File: config.mk
export PLATFORM = sky130hd
export DESIGN_NAME = utx_cell_capture
export DESIGN_NICKNAME = d
export VERILOG_FILES = /design/src/rtl/utx_pkg.sv /design/src/rtl/utx_cfg_reg.sv /design/src/rtl/utx_cell_ctr.sv /design/src/rtl/utx_out_stage.sv /design/src/rtl/utx_cell_capture.sv
export SDC_FILE = /design/constraint.sdc
export NUM_CORES = 1
export LEC_CHECK = 0
export BUFFER_PORTS_ARGS = -buffer_cell sky130_fd_sc_hd__buf_2
export CORE_ASPECT_RATIO = 0.5
export CORE_MARGIN = 1
export CORE_UTILIZATION = 25
export DETAILED_ROUTE_END_ITERATION = 6
export PLACE_DENSITY = 0.59
export SYNTH_ARGS = -nofsm -noshare
export SYNTH_HDL_FRONTEND = slang
export SYNTH_SLANG_ARGS = --single-unit
export TNS_END_PERCENT = 30
File: constraint.sdc
create_clock -name clk -period 2.5 [get_ports clk]
set_input_delay 0.125 -clock clk [delete_from_list [all_inputs] [get_ports clk]]
set_output_delay 0.125 -clock clk [all_outputs]
set_load 0.01 [all_outputs]
File: src/rtl/utx_pkg.sv
package utx_pkg;

  typedef struct packed {
    logic [1:0] rsvd;
    logic       hs_mode;
    logic       mphy_en;
    logic       short_cell;
    logic [1:0] fifo_depth;
    logic       wide;
  } utx_cfg_t;

  localparam logic [7:0] CFG_WMASK = 8'h3F;

  // Cell length in bus words for the selected width and cell size.
  function automatic int unsigned cell_words(input logic wide, input logic short_cell,
                                             input int unsigned short_oct,
                                             input int unsigned long_oct);
    int unsigned oct;
    oct = short_cell ? short_oct : long_oct;
    return wide ? (oct + 1) / 2 : oct;
  endfunction

  // Narrow mode zero-fills the upper half of the word.
  function automatic logic [15:0] bus_word(input logic wide, input logic [15:0] d);
    return wide ? d : {8'h00, d[7:0]};
  endfunction

endpackage

File: src/rtl/utx_cfg_reg.sv
module utx_cfg_reg
  import utx_pkg::*;
(
  input  logic       clk,
  input  logic       rst_n,
  input  logic       cfg_wr,
  input  logic [7:0] cfg_wdata,
  input  logic       irq_wr,
  input  logic       irq_wdata,
  input  logic       runt_evt,
  output utx_cfg_t   cfg,
  output logic       irq_flag
);

  logic irq_clr;
  assign irq_clr = irq_wr && irq_wdata;

  always_ff @(posedge clk) begin
    if (!rst_n) begin
      cfg      <= '0;
      irq_flag <= 1'b0;
    end else begin
      if (cfg_wr) cfg <= utx_cfg_t'(cfg_wdata & CFG_WMASK);
      if (runt_evt)     irq_flag <= 1'b1;
      else if (irq_clr) irq_flag <= 1'b0;
    end
  end

  // reserved bits never become set
  a_r1_rsvd_zero: assert property (@(posedge clk) disable iff (!rst_n) cfg.rsvd == 2'b00);
  // flag holds unless cleared
  a_r8_irq_sticky: assert property (@(posedge clk) disable iff (!rst_n)
    (irq_flag && !irq_clr) |=> irq_flag);
  // a runt always leaves the flag set
  a_r8_irq_set: assert property (@(posedge clk) disable iff (!rst_n) runt_evt |=> irq_flag);

endmodule

File: src/rtl/utx_cell_ctr.sv
module utx_cell_ctr
  import utx_pkg::*;
#(
  parameter int unsigned SHORT_OCT = 52,
  parameter int unsigned LONG_OCT  = 53,
  localparam int unsigned CNT_W    = $clog2(LONG_OCT + 1)
)(
  input  logic             clk,
  input  logic             rst_n,
  input  logic             wide,
  input  logic             short_cell,
  input  logic             soc_take,
  input  logic             data_take,
  output logic             accept,
  output logic             runt_evt,
  output logic             cell_done,
  output logic             active,
  output logic [CNT_W-1:0] cnt
);

  logic [CNT_W-1:0] len;
  logic             in_cell_data;

  assign len          = CNT_W'(cell_words(wide, short_cell, SHORT_OCT, LONG_OCT));
  assign in_cell_data = data_take && active;
  assign runt_evt     = soc_take && active;
  assign accept       = soc_take || in_cell_data;
  assign cell_done    = in_cell_data && (cnt == len - 1'b1);

  always_ff @(posedge clk) begin
    if (!rst_n) begin
      active <= 1'b0;
      cnt    <= '0;
    end else if (soc_take) begin
      active <= 1'b1;
      cnt    <= CNT_W'(1);
    end else if (in_cell_data) begin
      if (cell_done) begin
        active <= 1'b0;
        cnt    <= '0;
      end else begin
        cnt <= cnt + 1'b1;
      end
    end
  end

  // open cell count stays inside the configured length
  a_r3_cnt_range: assert property (@(posedge clk) disable iff (!rst_n)
    active |-> (cnt != 0 && cnt < len));
  // a completed cell closes the counter
  a_r3_done_closes: assert property (@(posedge clk) disable iff (!rst_n)
    cell_done |=> !active);
  // a runt always reopens a cell at word 1
  a_r7_runt_restart: assert property (@(posedge clk) disable iff (!rst_n)
    runt_evt |=> (active && cnt == CNT_W'(1)));

endmodule

File: src/rtl/utx_out_stage.sv
module utx_out_stage
  import utx_pkg::*;
#(
  parameter int unsigned DATA_W = 16
)(
  input  logic              clk,
  input  logic              rst_n,
  input  logic              wide,
  input  logic              accept,
  input  logic              cell_done,
  input  logic              runt_evt,
  input  logic [DATA_W-1:0] bus_data,
  output logic              wr_valid,
  output logic [DATA_W-1:0] wr_data,
  output logic              cell_commit,
  output logic              cell_rollback
);

  always_ff @(posedge clk) begin
    if (!rst_n) begin
      wr_valid      <= 1'b0;
      wr_data       <= '0;
      cell_commit   <= 1'b0;
      cell_rollback <= 1'b0;
    end else begin
      wr_valid      <= accept;
      cell_commit   <= cell_done;
      cell_rollback <= runt_evt;
      if (accept) wr_data <= bus_word(wide, bus_data);
    end
  end

  // commit and rollback are exclusive
  a_r9_exclusive: assert property (@(posedge clk) disable iff (!rst_n)
    !(cell_commit && cell_rollback));
  // commit rides on the last word write
  a_r3_commit_with_word: assert property (@(posedge clk) disable iff (!rst_n)
    cell_commit |-> wr_valid);

endmodule

File: src/rtl/utx_cell_capture.sv
module utx_cell_capture
  import utx_pkg::*;
#(
  parameter int unsigned DATA_W    = 16,
  parameter int unsigned SHORT_OCT = 52,
  parameter int unsigned LONG_OCT  = 53,
  localparam int unsigned CNT_W    = $clog2(LONG_OCT + 1)
)(
  input  logic              clk,
  input  logic              rst_n,
  input  logic              cfg_wr,
  input  logic [7:0]        cfg_wdata,
  output logic [7:0]        cfg_rdata,
  input  logic              irq_wr,
  input  logic              irq_wdata,
  output logic              align_irq,
  input  logic              tx_soc,
  input  logic              tx_en,
  input  logic [DATA_W-1:0] tx_data,
  output logic              wr_valid,
  output logic [DATA_W-1:0] wr_data,
  output logic              cell_commit,
  output logic              cell_rollback
);

  utx_cfg_t         cfg;
  logic             soc_take, data_take;
  logic             accept, runt_evt, cell_done, active;
  logic [CNT_W-1:0] cnt;

  assign soc_take  = tx_en && tx_soc;
  assign data_take = tx_en && !tx_soc;
  assign cfg_rdata = cfg;

  utx_cfg_reg u_cfg (
    .clk(clk), .rst_n(rst_n), .cfg_wr(cfg_wr), .cfg_wdata(cfg_wdata),
    .irq_wr(irq_wr), .irq_wdata(irq_wdata), .runt_evt(runt_evt),
    .cfg(cfg), .irq_flag(align_irq)
  );

  utx_cell_ctr #(.SHORT_OCT(SHORT_OCT), .LONG_OCT(LONG_OCT)) u_ctr (
    .clk(clk), .rst_n(rst_n), .wide(cfg.wide), .short_cell(cfg.short_cell),
    .soc_take(soc_take), .data_take(data_take), .accept(accept),
    .runt_evt(runt_evt), .cell_done(cell_done), .active(active), .cnt(cnt)
  );

  utx_out_stage #(.DATA_W(DATA_W)) u_out (
    .clk(clk), .rst_n(rst_n), .wide(cfg.wide), .accept(accept),
    .cell_done(cell_done), .runt_evt(runt_evt), .bus_data(tx_data),
    .wr_valid(wr_valid), .wr_data(wr_data), .cell_commit(cell_commit),
    .cell_rollback(cell_rollback)
  );

  // an enabled strobe is always written one clock later
  a_r4_soc_written: assert property (@(posedge clk) disable iff (!rst_n)
    soc_take |=> wr_valid);
  // a disabled cycle writes nothing
  a_r5_idle_en: assert property (@(posedge clk) disable iff (!rst_n)
    !tx_en |=> !wr_valid);
  // data outside a cell is dropped
  a_r6_ignore_gap: assert property (@(posedge clk) disable iff (!rst_n)
    (data_take && !active) |=> !wr_valid);

endmodule

==> impl_metrics.ini <==
[outcome]
status = complete, no violations

[timing]
fin_skew_ns = 0.00264
finalMaxSlewViolations = 0
fin_crit_sh_pct = 74.8
fin_ws_ns = 0.631
setup_viol = 0
worst_pin_slew_ns = 0.681
finalHoldViolCount = 0
min_period_ns = 1.87
fin_hold_ws_ns = 0.0918
rsz0062_at_grt = no
setup_tns_ns = 0
fmax_mhz = 535
slew_headroom_pct = 54.3

[layout]
synthToLayoutAreaGrowth_pct = 28.6
num_antenna_cells = 0
fin_nets = 240
drive_above_1_share_pct = 31.7
fill_cells = 536

[setup_path]
arrival_ns = 2.03
endpoint_kind = flop
worstPathRequired_ns = 2.66
startpoint = u_cfg.cfg[0]
path_max_fanout = 13
path_class = flop to flop
start_kind = flop
rr_startpoint = u_cfg.cfg[0]
r2r_cells = 6

[floorplanning]
dieArea_um2 = 5940
row_count = 18
die_w_um = 108
pin_count = 59
core_um2 = 5160
initial_utilization_pct = 27.2
die_h_um = 55.0

[logic_synthesis]
synth_fa_ha_area_share_pct = 1.78
ys_types = 32
synth.area.top_cells = dfxtp_1 47%, nand2_1 8.8%, a21boi_0 8.5%, mux2i_1 4.3%, xor2_1 3.7%
synth_area_um2 = 1410
synth_xor_area_share_pct = 4.36
synth-simple-area-share_pct = 23.8
synth_top_area_share_pct = 47.0
async_flop_share_pct = 0
syn_area_per_cell_um2 = 9.01
ys_dominant_reg_cell = dfxtp_1
synth_edf_count = 0
synth_top_family_by_area = simple AND/OR/NAND/NOR gates
yosysWarningCount = 0
synthMuxAreaShare_pct = 4.27
synth_top_area_cell = dfxtp_1
synth_compound_area_share_pct = 12.8
syn_inst = 156
seq_area_frac_synth_pct = 47.0
ys_ff_latch = 33

[clock_network]
cts_tree = built
root_buffer = clkbuf_8
clk_path_buf_depth = 2
cts_max_level = 2
cts-hold-fix-buffers = 0
cts.reportedPaths.clkPinSlew_ns = 0.07
clk_latency_ns = 0.27
clock-sinks = 33
cts-resized-gates = 0
post_cts_buffers = 0
cts_buffers = 5

[detailed_routing]
wl_per_cell_um = 11.1
drt-total-wl_um = 3100
dr.pass1.iters = 4
drc = 0
vias = 1217
viasPerCell = 4.38
ant_nets = 0
drtIter0Drc = 41

[global_route]
grt_pass1_vias = 1073
use_met3_pct = 2.93
grt_use_met1_pct = 12.2
grt_max_degree = 34
grt_overflow = 0
antenna_found_initial = 0
busiest_layer = met2
grt_pass1_wl_um = 4700
grt_usage_pct = 10.5
gr-usage-met2_pct = 18.3

[placement]
portBuffers = 54
pre_cts_ws_ns = 0.634
place_congestion = 0.728
dp.final_hpwl_um = 2280

[pwr]
p_per_area_nw_per_um2 = 622
leakagePower_nw = 0.814
peakVddDrop_v = 0.000176

[worst_hold_path]
min_path_cells = 3
hp-start = tx_data[5]
hp-class = input port to flop

[run]
cap_violations = 0
[cell usage in the layout (no fill, tap or decap), types with 2 or more instances in the layout]
cell      netlist  final
buf_2           1     54
nand2_1        33     33
dfxtp_1        33     33
a21boi_0       16     16
nand3_1         9      9
clkbuf_8        0      7
mux2i_1         6      6
nor2b_1         6      6
xor2_1          6      6
nor3_1          5      5
nand4_1         4      4
inv_1           3      3
nand3b_1        2      2
and2_1          2      2
o21ai_0         2      2
ha_1            2      2
conb_1          1      2
[sequential cells by signal, indices dropped and copies added, names as in the netlist]
signal	flops
u_out.wr_data	16
u_ctr.active	1
u_cfg.cfg	6
u_out.wr_valid	1
u_out.cell_commit	1
u_ctr.cnt	6
u_out.cell_rollback	1
u_cfg.irq_flag	1
[layout make-up]
| cell class | count | area (um2) | share of cell area (%) |
|---|---|---|---|
| inverter | 3 | 11.3 | 0.623 |
| clock buffer | 7 | 96.3 | 5.33 |
| clock inverter | 1 | 5.00 | 0.277 |
| multi-input combinational | 109 | 668 | 37.0 |
| sequential | 33 | 661 | 36.6 |
| tap | 70 | 87.6 | 4.85 |
| timing repair buffer | 55 | 278 | 15.4 |
[stage by stage]
| stage | power (W) | cell area, um2 | utilization, % | instances |
|---|---|---|---|---|
| after CTS | 0.00114 | 1810 | 35.0 | 278 |
| after global placement | 0.000698 | 1710 | 33.1 | 270 |
| final | 0.00112 | 1810 | 35.0 | 278 |
| after detailed placement | 0.000702 | 1710 | 33.1 | 270 |
| after global routing | 0.00118 | 1810 | 35.0 | 278 |
| after floorplan | 0.000653 | 1410 | - | 157 |
[per-layer routing]
metal / vias to the layer above / part of all wire, %
met3: 2 / 3.0
met2: 21 / 51
met5: - / 0
li1: 626 / -
met1: 568 / 46
met4: 0 / 0.45
[power by group]
| part | internal [W] | switching, W |
|---|---|---|
| combinational | 0.0000575 | 0.0000677 |
| clock | 0.000249 | 0.000186 |
| sequential | 0.000547 | 0.0000178 |
| total | 0.000853 | 0.000271 |
[kinds of logic after synthesis]
logic type                 count (synthesis)
AOI/OAI and AO/OA                         24
xor gates and xnor gates                   7
other                                      1
DFF                                       33
and+or+nand+nor                           68
muxes                                      6
adders and majority gates                  2
buffers and inverters                     15
[synth_stat cells (2+ instances only)]
cell	count
ha_1	2
inv_1	3
nand3_1	9
o21ai_0	2
a21boi_0	16
nand3b_1	2
nor2b_1	6
and2_1	2
nor3_1	5
xor2_1	6
dfxtp_1	33
nand2_1	33
buf_4	6
clkbuf_1	5
mux2i_1	6
nand4_1	4
[worst max-delay path, stage by stage (launching register included)]
cell	delay, ns
dfxtp_1	0.57
inv_1	0.10
ha_1	0.31
xnor2_1	0.16
nor4b_1	0.25
and3_1	0.26
o21ai_0	0.10
[final timing paths]
| check | slack (ns) | endpoint |
|---|---|---|
| worst max-delay path | 0.63 | u_ctr.cnt[1] |
| worst min-delay path | 0.09 | u_out.wr_data[5] |
| worst max register to register | 0.63 | u_ctr.cnt[1] |
| worst min register to register | 0.46 | u_out.wr_data[5] |
Note: power is estimated with default switching activity, not from simulation.
